$ cat config.mk
export PLATFORM = sky130hd
export DESIGN_NAME = mgmt_frame_master
export DESIGN_NICKNAME = d
export VERILOG_FILES = /design/src/rtl/mfm_pkg.sv /design/src/rtl/mfm_clkgen.sv /design/src/rtl/mfm_hold.sv /design/src/rtl/mfm_shifter.sv /design/src/rtl/mgmt_frame_master.sv
export SDC_FILE = /design/constraint.sdc
export NUM_CORES = 1
export LEC_CHECK = 0
export BUFFER_PORTS_ARGS = -buffer_cell sky130_fd_sc_hd__buf_2
export CORE_MARGIN = 5
export CORE_UTILIZATION = 55
export CTS_BUF_LIST = sky130_fd_sc_hd__clkbuf_2 sky130_fd_sc_hd__clkbuf_4 sky130_fd_sc_hd__clkbuf_8
export CTS_CLUSTER_DIAMETER = 150
export DETAILED_ROUTE_END_ITERATION = 16
export PLACE_DENSITY = 0.91
export SYNTH_ARGS = -nofsm -noshare
export SYNTH_HDL_FRONTEND = slang
export SYNTH_SLANG_ARGS = --single-unit
$ cat constraint.sdc
create_clock -name clk -period 2.3 [get_ports clk]
set_input_delay 0.345 -clock clk [delete_from_list [all_inputs] [get_ports clk]]
set_output_delay 0.345 -clock clk [all_outputs]
set_load 0.01 [all_outputs]
$ cat src/rtl/mfm_pkg.sv
package mfm_pkg;
  localparam int FRAME_W  = 32;   // bits in one management frame
  localparam int PRE_LEN  = 32;   // ones sent ahead of the frame
  localparam int DATA_W   = 16;   // data field width
  localparam int TA_POS   = 14;   // frame bit index (from MSB) of the turnaround
  localparam int DATA_POS = 16;   // frame bit index (from MSB) of the first data bit
  localparam int OP_MSB   = 29;   // opcode bit that selects a read
  localparam int POS_W    = $clog2(PRE_LEN + FRAME_W);
  localparam int IDX_W    = $clog2(FRAME_W);

  typedef enum logic [1:0] {
    OP_WR_ALT = 2'd0,
    OP_WR     = 2'd1,
    OP_RD     = 2'd2,
    OP_RD_ALT = 2'd3
  } mfm_op_e;
endpackage

$ cat src/rtl/mfm_clkgen.sv
module mfm_clkgen #(
  parameter int DIV_W = 6
) (
  input  logic             clk,
  input  logic             rst_n,
  input  logic             en,
  input  logic [DIV_W-1:0] div,
  output logic [DIV_W:0]   half_len,
  output logic             mdc,
  output logic             rise_evt,
  output logic             fall_evt
);
  localparam int CNT_W = DIV_W + 1;

  logic [CNT_W-1:0] cnt;
  logic             term;

  assign half_len = {div, 1'b0};
  assign term     = (cnt == half_len - CNT_W'(1));
  assign rise_evt = en & term & ~mdc;
  assign fall_evt = en & term & mdc;

  always_ff @(posedge clk or negedge rst_n) begin
    if (!rst_n) begin
      cnt <= '0;
      mdc <= 1'b0;
    end else if (!en) begin
      cnt <= '0;
      mdc <= 1'b0;
    end else if (term) begin
      cnt <= '0;
      mdc <= ~mdc;
    end else begin
      cnt <= cnt + CNT_W'(1);
    end
  end
endmodule

$ cat src/rtl/mfm_hold.sv
module mfm_hold #(
  parameter int DIV_W  = 6,
  parameter int HOLD_W = 3
) (
  input  logic              clk,
  input  logic              rst_n,
  input  logic              start,
  input  logic [HOLD_W-1:0] hold_cfg,
  input  logic [DIV_W:0]    half_len,
  output logic              step
);
  localparam int CNT_W = DIV_W + 1;
  localparam int D_W   = (HOLD_W + 1 > CNT_W) ? HOLD_W + 1 : CNT_W;

  logic [D_W-1:0] want, cap, eff, cnt;

  // requested delay, clamped so the new bit settles before the next rising edge
  assign want = D_W'(hold_cfg) + D_W'(1);
  assign cap  = D_W'(half_len) - D_W'(1);
  assign eff  = (want < cap) ? want : cap;
  assign step = (cnt == D_W'(1));

  always_ff @(posedge clk or negedge rst_n) begin
    if (!rst_n)             cnt <= '0;
    else if (start)         cnt <= eff;
    else if (cnt != '0)     cnt <= cnt - D_W'(1);
  end
endmodule

$ cat src/rtl/mfm_shifter.sv
module mfm_shifter
  import mfm_pkg::*;
(
  input  logic               clk,
  input  logic               rst_n,
  input  logic               accept,
  input  logic [FRAME_W-1:0] word,
  input  logic               no_pre,
  input  logic               step,
  input  logic               rise_evt,
  input  logic               fall_evt,
  input  logic               mdio_i,
  output logic               busy,
  output logic               last,
  output logic               done,
  output logic               mdio_o,
  output logic               mdio_oe,
  output logic [FRAME_W-1:0] frame_q
);
  logic [POS_W-1:0] pos, np, pre_len, last_pos;
  logic             pre_l, rd;

  function automatic logic bit_at(input logic [POS_W-1:0] p,
                                  input logic [POS_W-1:0] pre,
                                  input logic [FRAME_W-1:0] w);
    logic [IDX_W-1:0] idx;
    idx = IDX_W'(p - pre);
    if (p < pre) return 1'b1;
    return w[IDX_W'(FRAME_W - 1) - idx];
  endfunction

  assign pre_len  = pre_l ? '0 : POS_W'(PRE_LEN);
  assign last_pos = pre_len + POS_W'(FRAME_W - 1);
  assign np       = pos + POS_W'(1);
  assign rd       = frame_q[OP_MSB];
  assign last     = busy && (pos == last_pos);
  assign done     = fall_evt && last;

  always_ff @(posedge clk or negedge rst_n) begin
    if (!rst_n) begin
      busy    <= 1'b0;
      pos     <= '0;
      pre_l   <= 1'b0;
      mdio_o  <= 1'b0;
      mdio_oe <= 1'b0;
      frame_q <= '0;
    end else if (accept) begin
      busy    <= 1'b1;
      pos     <= '0;
      pre_l   <= no_pre;
      frame_q <= word;
      mdio_o  <= no_pre ? word[FRAME_W-1] : 1'b1;
      mdio_oe <= 1'b1;
    end else if (busy) begin
      if (step) begin
        pos    <= np;
        mdio_o <= bit_at(np, pre_len, frame_q);
        if (rd && (np >= pre_len + POS_W'(TA_POS))) mdio_oe <= 1'b0;
      end
      if (rise_evt && rd && (pos >= pre_len + POS_W'(DATA_POS)))
        frame_q[DATA_W-1:0] <= {frame_q[DATA_W-2:0], mdio_i};
      if (done) begin
        busy    <= 1'b0;
        mdio_oe <= 1'b0;
      end
    end
  end
endmodule

$ cat src/rtl/mgmt_frame_master.sv
module mgmt_frame_master
  import mfm_pkg::*;
#(
  parameter int DIV_W  = 6,
  parameter int HOLD_W = 3
) (
  input  logic               clk,
  input  logic               rst_n,
  input  logic               frame_valid,
  output logic               frame_ready,
  input  logic [FRAME_W-1:0] frame_word,
  output logic [FRAME_W-1:0] frame_q,
  input  logic [DIV_W-1:0]   div_cfg,
  input  logic               no_pre,
  input  logic [HOLD_W-1:0]  hold_cfg,
  output logic               busy,
  output logic               evt_flag,
  input  logic               evt_clr,
  input  logic               evt_mask,
  output logic               irq,
  output logic               mdc,
  output logic               mdio_o,
  output logic               mdio_oe,
  input  logic               mdio_i
);
  logic [DIV_W:0] half_len;
  logic           rise_evt, fall_evt, step, last, done, accept;

  assign frame_ready = !busy && (div_cfg != '0);
  assign accept      = frame_valid && frame_ready;
  assign irq         = evt_flag && evt_mask;

  mfm_clkgen #(.DIV_W(DIV_W)) u_clk (
    .clk(clk), .rst_n(rst_n), .en(busy), .div(div_cfg),
    .half_len(half_len), .mdc(mdc), .rise_evt(rise_evt), .fall_evt(fall_evt)
  );

  mfm_hold #(.DIV_W(DIV_W), .HOLD_W(HOLD_W)) u_hold (
    .clk(clk), .rst_n(rst_n), .start(fall_evt && !last),
    .hold_cfg(hold_cfg), .half_len(half_len), .step(step)
  );

  mfm_shifter u_shift (
    .clk(clk), .rst_n(rst_n), .accept(accept), .word(frame_word),
    .no_pre(no_pre), .step(step), .rise_evt(rise_evt), .fall_evt(fall_evt),
    .mdio_i(mdio_i), .busy(busy), .last(last), .done(done),
    .mdio_o(mdio_o), .mdio_oe(mdio_oe), .frame_q(frame_q)
  );

  always_ff @(posedge clk or negedge rst_n) begin
    if (!rst_n)       evt_flag <= 1'b0;
    else if (done)    evt_flag <= 1'b1;
    else if (evt_clr) evt_flag <= 1'b0;
  end
endmodule

==> results.md <==
* CTS Buf Count at 9
* Antenna Nets Post-Route at 0
* HP Class: in2reg
* Top delay family on crit path: multiplexers
* Fin area at 0.00420 mm2
* Worst flop-to-flop path endpoint: u_shift.mdio_o
* Flop-to-flop setup slack at roughly 0.22 ns
* Setup crit start kind: flip-flop
* Status: completed
* Max Cap Viol at 0
* Slew Limit Fails at 0
* Worst path buffer plus inverter count at 1
* #FFs+latches synth at between 50 and 60
* Util after Layout at 70.9%
* Drt wl/cell at 16.7 um
* Final net count at ~480
* Worst-Margin Slew at about 0.37 ns
* Fin crit share at between 90 and 100%
* Fin crit period at approximately 2.1 ns
* Total power at between 4000 and 5000 uW
* H-tree Lvls at 3
* Commonest non-fill, non-tap cell in the layout: buf_2
* Ports at 87
* Die Wd at between 80 and 90 um
* Critical path required time at 2.54 ns
* Worst clock skew at 0.0100 ns
* Clock Latency Late Sink at about 0.35 ns
* Commonest cells after routing, fill and taps aside: 86 x buf_2, 58 x dfrtp_1, 35 x nor2_1, 27 x a21oi_1, 24 x mux2i_1
* Setup TNS Final at 0 ns
* Fraction of synthesized area in multiplexers at between 10% and 20%
* Syn_area_per_cell at ~10 um2
* Total gr overflow at 0
* Starting Density at 56.7%
* Crit path DAT at 2.31 ns
* Main combinational cell family by area after synthesis: multiplexers
* Post-Synth Simple-Gate Area at 14.5%
* Met2 Use GR at 39.7%
* Via Count at about 2800
* Largest stage delay, worst path at about 0.53 ns
* Post-Synthesis Cells at 322
* Power per cell area at approximately 1000 mW/mm2
* Detailed Place HPWL at 6020 um
* Ys flop type: dfrtp_1
* Die Ht at around 88 um
* Post-Synthesis Net Count at 384
* Largest net degree at the start of global routing at 59
* Number of enable flip-flop cells after synthesis at 0
* RSZ-0062 raised after global routing: false
* Fmax at roughly 480 MHz
* Antenna cells at 0
* Async set or reset register ratio after synthesis at 100%
* Vias per inst at about 5.6
* Root Buffer: clkbuf_8
* Synth unique cells at 46
* Number of global-route vias before repair at slightly below 3000
* Area growth from synthesis to layout at 25.0%
* CP Capture Point: u_shift.mdio_o
* Fill count at approximately 420
* Critical path class: reg2reg
* Core area at 0.00592 mm2
* Critical path launch point: u_shift.pos[1]
* M3 GR Usage at between 6 and 7%
* Die area at 0.00777 mm2
* Post-DP Area at about 0.004 mm2
* Max VDD drop at ~0.64 mV
* R2R depth at 7
* Leakage at between 0.0015 and 0.002 uW
* Synth Area in Compound Gates at 8.34%
* Maximum fanout along the worst path at 5
* Gates resized, CTS repair at 0
* TritonCTS Sinks at 58
* CTS clock-pin slew for the worst setup and hold paths at 0.07 ns
* XOR/XNOR share of the synthesized area at approximately 6.5%
* Endpoints failing setup at 0
* Final Hold Fails at 0
* Crit. path cell count at 7
* RR Startpoint: u_shift.pos[1]
* Critical path's slowest cell: mux4_2
* Placement Rows at 28
* Share of layout cells above drive strength 1 at 35.9%
* First-pass GRT wire length at ~14000 um
* Rel. slew slack at 74.9%
* Register area share after synthesis at 43.2%
* Initial antenna violation count at 0
* Yosys warning total at 0
* Total Wirelength at 8390 um
* Tot GR Track Use at between 20% and 30%
* Routability-driven placement congestion ratio at around 0.84
* # DRC at 0
* Mapped Area at approximately 0.0034 mm2
* Initial DRT Pass Iterations at 5
* Crit. End Element: flip-flop
* PortBufs at between 80 and 90
* Clk buf depth at 2
* Gr busiest metal: met2
* CTS tree: done
* 1st-iter DRT viols at roughly 150
* Sequence of cells on the critical path: inv_1, ha_1, mux4_2, mux2i_1, nor3b_1, nor3_1, a21oi_1
* Global-route track usage on met1 at about 28%
* Synth Area in Adders at 5.21%
==> routing by layer <==
metal  wire length [um]  part of all wire [%]  vias to the layer above
met5                  0                     0                        -
met4                138                   1.6                        0
met3                463                   5.5                       14
met2               4460                    53                       77
met1               3330                    40                     1387
li1                   -                     -                     1331
==> kinds of logic after synthesis <==
family	Yosys count
and+or+nand+nor	96
adders and majority gates	14
DFF	58
xor gates and xnor gates	25
buffers and inverters	30
AOI/OAI and AO/OA	49
muxes	50
==> where the power goes <==
part	leakage [uW]	internal, uW	switching (uW)	total, uW
combinational	0.00117	849	782	1630
sequential	0.000696	1390	375	1770
clock	0.000111	595	412	1010
total	0.00198	2840	1570	4410
==> cell usage after synthesis, types with 2 or more instances <==
library cell	number	area [um2]
nor2_1	35	131
and3_1	5	31.3
o22ai_1	4	25.0
xnor2_1	13	114
or3_1	2	12.5
clkbuf_1	14	52.6
nand2_1	15	56.3
mux4_2	8	180
ha_1	14	175
mux2i_1	24	240
nand3_1	13	65.1
nor3_1	6	30.0
a31oi_1	2	12.5
mux2_2	17	191
and2_1	2	12.5
nor2b_1	2	12.5
nand3b_1	2	15.0
a21oi_1	27	135
dfrtp_1	58	1450
xor2_1	12	105
nor3b_1	2	15.0
o21ai_0	8	40.0
inv_1	14	52.6
==> worst min-delay path by stage <==
stage             from             endpoint  slack (ns)  depth (start not counted)
2_1_floorplan    rst_n             evt_flag        0.05                          0
3_3_place_gp     rst_n  u_shift.frame_q[20]        0.36                          2
3_5_place_dp     rst_n  u_shift.frame_q[24]        0.37                          2
4_1_cts        evt_clr             evt_flag        0.18                          2
5_1_grt        evt_clr             evt_flag        0.18                          2
6_report       evt_clr             evt_flag        0.20                          2
==> area by class of cell <==
cell class                 instances  area (um2)  area share (%)
inverter                          14        52.6            1.25
sequential                        58        1450            34.6
tap                               75        93.8            2.23
clock buffer                      14         174            4.14
multi-input combinational        234        1790            42.6
clock inverter                     2        35.0           0.834
timing repair buffer             104         606            14.4
==> metrics by stage <==
stage / hold slack, ns / setup WS [ns] / cells
after global placement: 0.364 / -0.0102 / 484
after detailed placement: 0.371 / -0.104 / 484
final: 0.196 / 0.220 / 501
after global routing: 0.184 / 0.0833 / 501
after CTS: 0.180 / 0.233 / 501
after floorplan: 0.0494 / -0.00522 / 322
==> flip-flops by register name, indices dropped and copies added, names as in the netlist <==
| name | cells |
|---|---|
| u_hold.cnt | 7 |
| u_shift.frame_q | 32 |
| u_shift.mdio_oe | 1 |
| evt_flag | 1 |
| u_shift.busy | 1 |
| u_clk.mdc | 1 |
| u_clk.cnt | 7 |
| u_shift.pre_l | 1 |
| u_shift.pos | 6 |
| u_shift.mdio_o | 1 |
==> repair_timing <==
action	CTS	global route
hold buffers	1	0
endpoints found under the hold margin	30	0
setup buffers	0	0
Power figures use the tool's default switching activity.
